--- src/rtl/seg_priv_pkg.sv ---
package seg_priv_pkg;

   typedef enum logic {
      ACC_DATA = 1'b0,
      ACC_CODE = 1'b1
   } acc_kind_e;

   localparam int unsigned LVL_W_MIN = 1;
   localparam int unsigned LVL_W_MAX = 4;

endpackage

--- src/rtl/seg_priv_cpl_sel.sv ---
module seg_priv_cpl_sel #(
   parameter int unsigned LVL_W = 2
) (
   input  logic             real_mode_i,
   input  logic [LVL_W-1:0] cur_lvl_i,
   output logic [LVL_W-1:0] cpl_o
);

   always_comb begin
      if (real_mode_i) cpl_o = '0;
      else             cpl_o = cur_lvl_i;
   end

endmodule

--- src/rtl/seg_priv_epl.sv ---
module seg_priv_epl #(
   parameter int unsigned LVL_W      = 2,
   parameter bit          USE_THERMO = 1'b0
) (
   input  logic [LVL_W-1:0] a_i,
   input  logic [LVL_W-1:0] b_i,
   output logic [LVL_W-1:0] max_o
);

   localparam int unsigned NLVL  = 1 << LVL_W;
   localparam int unsigned TH_W  = NLVL - 1;

   generate
      if (USE_THERMO) begin : g_thermo
         logic [TH_W-1:0] th_a;
         logic [TH_W-1:0] th_b;
         logic [TH_W-1:0] th_or;

         for (genvar i = 0; i < TH_W; i++) begin : g_bit
            assign th_a[i] = (a_i > LVL_W'(i));
            assign th_b[i] = (b_i > LVL_W'(i));
         end

         assign th_or = th_a | th_b;

         always_comb begin
            max_o = '0;
            for (int k = 0; k < TH_W; k++) begin
               max_o = max_o + LVL_W'(th_or[k]);
            end
         end
      end else begin : g_cmp
         always_comb begin
            if (a_i >= b_i) max_o = a_i;
            else            max_o = b_i;
         end
      end
   endgenerate

endmodule

--- src/rtl/seg_priv_decide.sv ---
module seg_priv_decide
   import seg_priv_pkg::*;
#(
   parameter int unsigned LVL_W = 2
) (
   input  acc_kind_e        kind_i,
   input  logic [LVL_W-1:0] epl_i,
   input  logic [LVL_W-1:0] cpl_i,
   input  logic [LVL_W-1:0] dpl_i,
   output logic             grant_o,
   output logic             fault_o
);

   logic data_ok;
   logic code_ok;

   assign data_ok = (epl_i <= dpl_i);
   assign code_ok = (dpl_i <= cpl_i);

   always_comb begin
      unique case (kind_i)
         ACC_CODE: grant_o = code_ok;
         default:  grant_o = data_ok;
      endcase
      fault_o = ~grant_o;
   end

endmodule

--- src/rtl/seg_priv_check.sv ---
module seg_priv_check
   import seg_priv_pkg::*;
#(
   parameter int unsigned LVL_W      = 2,
   parameter bit          USE_THERMO = 1'b0
) (
   input  logic             clk_i,
   input  logic             rst_n_i,
   input  logic             req_valid_i,
   input  logic             real_mode_i,
   input  logic [LVL_W-1:0] cur_lvl_i,
   input  logic [LVL_W-1:0] rpl_i,
   input  logic [LVL_W-1:0] dpl_i,
   input  logic             kind_i,
   output logic [LVL_W-1:0] epl_o,
   output logic             grant_o,
   output logic             fault_o
);

   generate
      if (LVL_W < LVL_W_MIN || LVL_W > LVL_W_MAX) begin : g_bad_width
         $error("seg_priv_check: LVL_W out of supported range");
      end
   endgenerate

   logic [LVL_W-1:0] cpl_c;
   logic [LVL_W-1:0] epl_c;
   logic             grant_c;
   logic             fault_c;
   acc_kind_e        kind_c;

   assign kind_c = acc_kind_e'(kind_i);

   seg_priv_cpl_sel #(.LVL_W(LVL_W)) u_cpl (
      .real_mode_i (real_mode_i),
      .cur_lvl_i   (cur_lvl_i),
      .cpl_o       (cpl_c)
   );

   seg_priv_epl #(.LVL_W(LVL_W), .USE_THERMO(USE_THERMO)) u_epl (
      .a_i   (rpl_i),
      .b_i   (cpl_c),
      .max_o (epl_c)
   );

   seg_priv_decide #(.LVL_W(LVL_W)) u_dec (
      .kind_i  (kind_c),
      .epl_i   (epl_c),
      .cpl_i   (cpl_c),
      .dpl_i   (dpl_i),
      .grant_o (grant_c),
      .fault_o (fault_c)
   );

   always_ff @(posedge clk_i) begin
      if (!rst_n_i) begin
         grant_o <= 1'b0;
         fault_o <= 1'b0;
         epl_o   <= '0;
      end else if (req_valid_i) begin
         grant_o <= grant_c;
         fault_o <= fault_c;
         epl_o   <= epl_c;
      end else begin
         grant_o <= 1'b0;
         fault_o <= 1'b0;
         epl_o   <= '0;
      end
   end

   assert_excl_R7: assert property (@(posedge clk_i) disable iff (!rst_n_i)
      !(grant_o && fault_o));

   assert_answer_R7: assert property (@(posedge clk_i) disable iff (!rst_n_i)
      req_valid_i |=> (grant_o || fault_o));

   assert_idle_R2: assert property (@(posedge clk_i) disable iff (!rst_n_i)
      !req_valid_i |=> (!grant_o && !fault_o && epl_o == '0));

   assert_epl_floor_R3: assert property (@(posedge clk_i) disable iff (!rst_n_i)
      req_valid_i |=> (epl_o >= $past(rpl_i)));

   assert_real_epl_R4: assert property (@(posedge clk_i) disable iff (!rst_n_i)
      (req_valid_i && real_mode_i) |=> (epl_o == $past(rpl_i)));

   assert_data_fault_R5: assert property (@(posedge clk_i) disable iff (!rst_n_i)
      (req_valid_i && !kind_i && rpl_i > dpl_i) |=> fault_o);

   assert_code_fault_R6: assert property (@(posedge clk_i) disable iff (!rst_n_i)
      (req_valid_i && kind_i && !real_mode_i && dpl_i > cur_lvl_i) |=> fault_o);

endmodule

--- config.mk ---
export PLATFORM = sky130hd
export DESIGN_NAME = seg_priv_check
export DESIGN_NICKNAME = d
export VERILOG_FILES = /design/src/rtl/seg_priv_pkg.sv /design/src/rtl/seg_priv_cpl_sel.sv /design/src/rtl/seg_priv_epl.sv /design/src/rtl/seg_priv_decide.sv /design/src/rtl/seg_priv_check.sv
export SDC_FILE = /design/constraint.sdc
export NUM_CORES = 1
export LEC_CHECK = 0
export BUFFER_PORTS_ARGS = -buffer_cell sky130_fd_sc_hd__buf_2
export CORE_AREA = 2 2 39 41
export DETAILED_ROUTE_END_ITERATION = 6
export DIE_AREA = 0 0 41 43
export PLACE_DENSITY_LB_ADDON = 0.12
export SLEW_MARGIN = 20
export SYNTH_ARGS = -nofsm -noshare
export SYNTH_HDL_FRONTEND = slang
export SYNTH_SLANG_ARGS = --single-unit
export TNS_END_PERCENT = 20
--- constraint.sdc ---
create_clock -name clk_i -period 1.4 [get_ports clk_i]
set_input_delay 0.07 -clock clk_i [delete_from_list [all_inputs] [get_ports clk_i]]
set_output_delay 0.07 -clock clk_i [all_outputs]
set_load 0.02 [all_outputs]
==> impl_metrics.json, run 1 <==
{
  "avgSynthCellArea_um2": 9.21,
  "ir_drop_uv": 169,
  "power.total_mw": 0.375,
  "cts_sinks": 4,
  "antenna_found_initial": 0,
  "slew_viol_final": 0,
  "std_cell_rows": 14,
  "drive_above_1_share": 0.560,
  "period_share": 0.960,
  "cts_htree_levels": 1,
  "grt_max_degree": 4,
  "die_h_um": 43,
  "place_inst": 62,
  "path_class": "primary input to flop",
  "die_x_um": 41,
  "cts_inserted_buffers": 3,
  "clock_path_buffers": 2,
  "yosys_warnings": 0,
  "worstPathMaxFanout": 3,
  "path_buf_inv": 1,
  "synth_nets": 44,
  "start_kind": "primary input",
  "cts.hold.buffers_added": 0,
  "worstMarginPinSlew_ns": 0.190,
  "die-area_um2": 1760,
  "io_buffers": 14,
  "timing.hold.ws_ns": 0.0789,
  "maxCapViolations": 0,
  "layout.nets": 68,
  "area_delta_synth_final_pct": 76.7,
  "first_pass_iters": 2,
  "start_util": 0.186,
  "wl_um": 563,
  "cts_root_buffer": "clkbuf_4",
  "overflow": 0,
  "max_stage_delay_ns": 0.28,
  "final_util": 0.329,
  "grt_use_total": 0.0762,
  "cts_tree": "done",
  "slowest_stage": "o311a_1",
  "crit_chain": "buf_6 > nand2b_4 > ha_4 > nand2b_1 > a2bb2oi_2 > ha_2 > nor2b_1 > o21a_1 > o311a_1",
  "endpoint_kind": "flop",
  "synth-seq-area-share": 0.311,
  "p_per_area_nw_per_um2": 823,
  "p_leak_nw": 0.232,
  "clkSlewWorstSetupHoldPaths_ns": 0.04,
  "ys_ff_latch": 4,
  "timing.critical_path.arrival_ns": 1.47,
  "cp-startpoint": "real_mode_i",
  "rsz0062_at_grt": "yes",
  "final_hold_viol_count": 0,
  "instances_no_fill": 66,
  "post-route-drc-count": 0,
  "io_pins": 15,
  "required_ns": 1.53,
  "synth_cell_types": 15,
  "num_vias": 268,
  "max-slew-margin-rel": 0.872,
  "min_period_ns": 1.34,
  "diodes": 0,
  "core_um2": 1380,
  "wl_per_cell_um": 8.53,
  "max_clock_freq_mhz": 744,
  "syn_area_um2": 258,
  "synth_cells": 28,
  "drt-initial-drc-count": 3,
  "drt-vias-per-instance": 4.06,
  "outcome": "finished clean",
  "min-delay-start": "req_valid_i",
  "first_global_vias": 278,
  "fin_tns_setup_ns": 0,
  "gp_congestion": 0.618,
  "setup_viol_count_final": 0,
  "antenna_left": 0,
  "grt_pass1_wl_um": 876,
  "cpLargestDelayFamily": "compound AO/OA/AOI/OAI gates",
  "hold_class": "primary input to flop"
}
synth_stat cells (all sizes together):
cell     n  area (um^2)
dfxtp    4         80.1
nand2b   3         18.8
nor2b    1         6.26
or3b     1         8.76
nand2    2         7.51
inv      3         11.3
ha       5         62.6
a21oi    2         13.8
and4     1         8.76
a2bb2oi  1         8.76
o21a     1         7.51
nor4     1         6.26
o311a    1         10.0
nor2     2         7.51
final timing paths:
kind,end,depth (start not counted)
worst min-delay path,fault_o,2
worst max-delay path,fault_o,9
power by group:
| group | leakage [nW] | total, mW | internal (mW) | switching (mW) |
|---|---|---|---|---|
| clock network | 0.0138 | 0.147 | 0.0961 | 0.0510 |
| logic | 0.186 | 0.106 | 0.0579 | 0.0477 |
| registers | 0.0329 | 0.122 | 0.121 | 0.00110 |
| total | 0.232 | 0.375 | 0.275 | 0.0998 |
kinds of logic after synthesis:
logic type	synth area share
compound gates	0.155
fa+ha+maj	0.243
buf+inv	0.0437
flops	0.311
simple gates	0.248
registers in the layout (all words and copies together) (netlist names):
register,flops
grant_o,1
epl_o,2
fault_o,1
repair_timing:
item                                    4_1_cts  5_1_grt
endpoints found under the setup margin        0        1
setup buffers                                 0        1
endpoints found under the hold margin         0        0
resized for setup                             0        1
through the flow:
step	cell area [um^2]	setup slack [ns]
finish	455	0.0554
global route	455	-0.0154
CTS	442	0.0138
detailed placement	419	-0.243
global placement	419	-0.226
floorplan	299	-0.0342
cell type report:
cell class              instances  area, um^2
repair buffers                 19         114
fillers                       142         928
well taps                      16        20.0
clock buffers                   3        22.5
multi-input cells              21         208
inverters                       3        11.3
flip-flops and latches          4        80.1
per-layer routing:
layer	wire length [um]	global-route usage	up-vias
met2	290	0.134	9
met5	0	0	-
met4	22	0.100	0
li1	-	-	144
met1	211	0.0577	113
met3	39	0	2
cell usage in the layout (no fill, tap or decap):
cell	n
a21oi_1	1
a21oi_2	1
a2bb2oi_2	1
and4_1	1
buf_2	13
buf_4	5
buf_6	1
clkbuf_4	3
dfxtp_1	4
ha_1	2
ha_2	1
ha_4	2
inv_1	3
nand2_1	2
nand2b_1	2
nand2b_4	1
nor2_1	2
nor2b_1	1
nor4_1	1
o21a_1	1
o311a_1	1
or3b_1	1
(Power assumes the default switching activity.)
==> inputs of run 2 (changes only) <==
==> constraint.sdc (replaced) <==
create_clock -name clk_i -period 1.63 [get_ports clk_i]
set_input_delay 0.0815 -clock clk_i [delete_from_list [all_inputs] [get_ports clk_i]]
set_output_delay 0.0815 -clock clk_i [all_outputs]
set_load 0.02 [all_outputs]
==> impl_metrics.json, run 2 (synthesis results as in run 1) <==
{
  "outcome": "finished clean",
  "ir_drop_uv": 151,
  "grt_max_degree": 4,
  "slew_viol_final": 0,
  "cts_inserted_buffers": 3,
  "drt-vias-per-instance": 4.22,
  "drive_above_1_share": 0.458,
  "clkSlewWorstSetupHoldPaths_ns": 0.04,
  "cts_sinks": 4,
  "start_kind": "primary input",
  "min-delay-start": "req_valid_i",
  "final_cell_mix": "14 x buf_2, 5 x ha_1, 4 x dfxtp_1",
  "final_hold_viol_count": 0,
  "hold_class": "primary input to flop",
  "cts_htree_levels": 1,
  "die-area_um2": 1760,
  "cts_tree": "done",
  "setup_viol_count_final": 0,
  "grt_pass1_wl_um": 959,
  "layout.nets": 66,
  "post_cts_buffers": 0,
  "min_period_ns": 1.48,
  "maxCapViolations": 0,
  "post-route-drc-count": 0,
  "worstPathMaxFanout": 3,
  "p_per_area_nw_per_um2": 765,
  "die_h_um": 43,
  "overflow": 0,
  "start_util": 0.186,
  "first_pass_iters": 2,
  "drt-initial-drc-count": 2,
  "path_class": "primary input to flop",
  "p_leak_nw": 0.215,
  "required_ns": 1.75,
  "wl_um": 605,
  "largest_register_ffs": 2,
  "area_delta_synth_final_pct": 54.9,
  "timing.critical_path.arrival_ns": 1.60,
  "timing.hold.ws_ns": 0.0994,
  "worstMarginPinSlew_ns": 0.207,
  "rsz0062_at_grt": "no",
  "gp_congestion": 0.641,
  "endpoint_kind": "flop",
  "grt_use_total": 0.0893,
  "cts.hold.buffers_added": 0,
  "cts_resized": 0,
  "io_buffers": 14,
  "period_share": 0.908,
  "holdPathStages": 2,
  "clock_path_buffers": 2,
  "holdPathEnd": "fault_o",
  "antenna_found_initial": 0,
  "antenna_left": 0,
  "max-slew-margin-rel": 0.861,
  "place_ws_ns": -0.178,
  "layout_setup_ws_ns": 0.151,
  "hpwl_um": 525,
  "std_cell_rows": 14,
  "top_register": "epl_o",
  "top_regs": "epl_o x2, fault_o x1, grant_o x1",
  "layout_commonest_cell": "buf_2",
  "die_x_um": 41,
  "wl_per_cell_um": 9.45,
  "num_vias": 270,
  "final_util": 0.288,
  "fill_cells": 154,
  "diodes": 0,
  "power.total_mw": 0.305,
  "max_clock_freq_mhz": 676,
  "regArea_um2": 80.1,
  "multiInputGateArea_um2": 173,
  "first_global_vias": 278,
  "io_pins": 15,
  "core_um2": 1380,
  "cts_root_buffer": "clkbuf_4"
}
## run 2: cell type report
type,instances,share of cell area
Multi-Input combinational cell,21,0.433
Tap cell,16,0.0502
Clock buffer,3,0.0564
Inverter,3,0.0282
Timing Repair Buffer,17,0.232
Sequential cell,4,0.201
## run 2: metrics by stage
step	instance area [um^2]	cells	setup TNS [ns]
floorplan	258	28	0
global placement	370	61	-0.179
detailed placement	370	61	-0.250
CTS	393	64	0
global route	399	64	0
finish	399	64	0
## run 2: report_power, final
group          internal (mW)  switching (mW)  leakage, nW
Clock                 0.0823          0.0398       0.0138
Combinational         0.0398          0.0381        0.168
Sequential             0.104         0.00125       0.0329
## run 2: worst max path at each step
stage           startpoint       to  slack [ns]  cells past startpoint
2_1_floorplan  real_mode_i  fault_o        0.09                      8
3_3_place_gp   real_mode_i  fault_o       -0.14                      9
3_5_place_dp   real_mode_i  fault_o       -0.18                      9
4_1_cts        real_mode_i  fault_o        0.08                      9
5_1_grt        real_mode_i  fault_o        0.07                      9
6_report       real_mode_i  fault_o        0.15                      9
## run 2: critical path, cell delays in order
cell and delay, ns:
buf_2 0.10, nand2b_1 0.18, ha_1 0.22, nand2b_1 0.16
a2bb2oi_2 0.17, ha_1 0.16, nor2b_1 0.04, o21a_1 0.17
o311a_1 0.32
## run 2: metal layers
layer  routed length [um]  part of all wire  up-vias  GRT usage
met5                    0                 0        -          0
met4                   10             0.017        0      0.120
met3                   71              0.12        2     0.0157
met2                  286              0.47       13      0.144
met1                  237              0.39      117     0.0705
li1                     -                 -      138          -
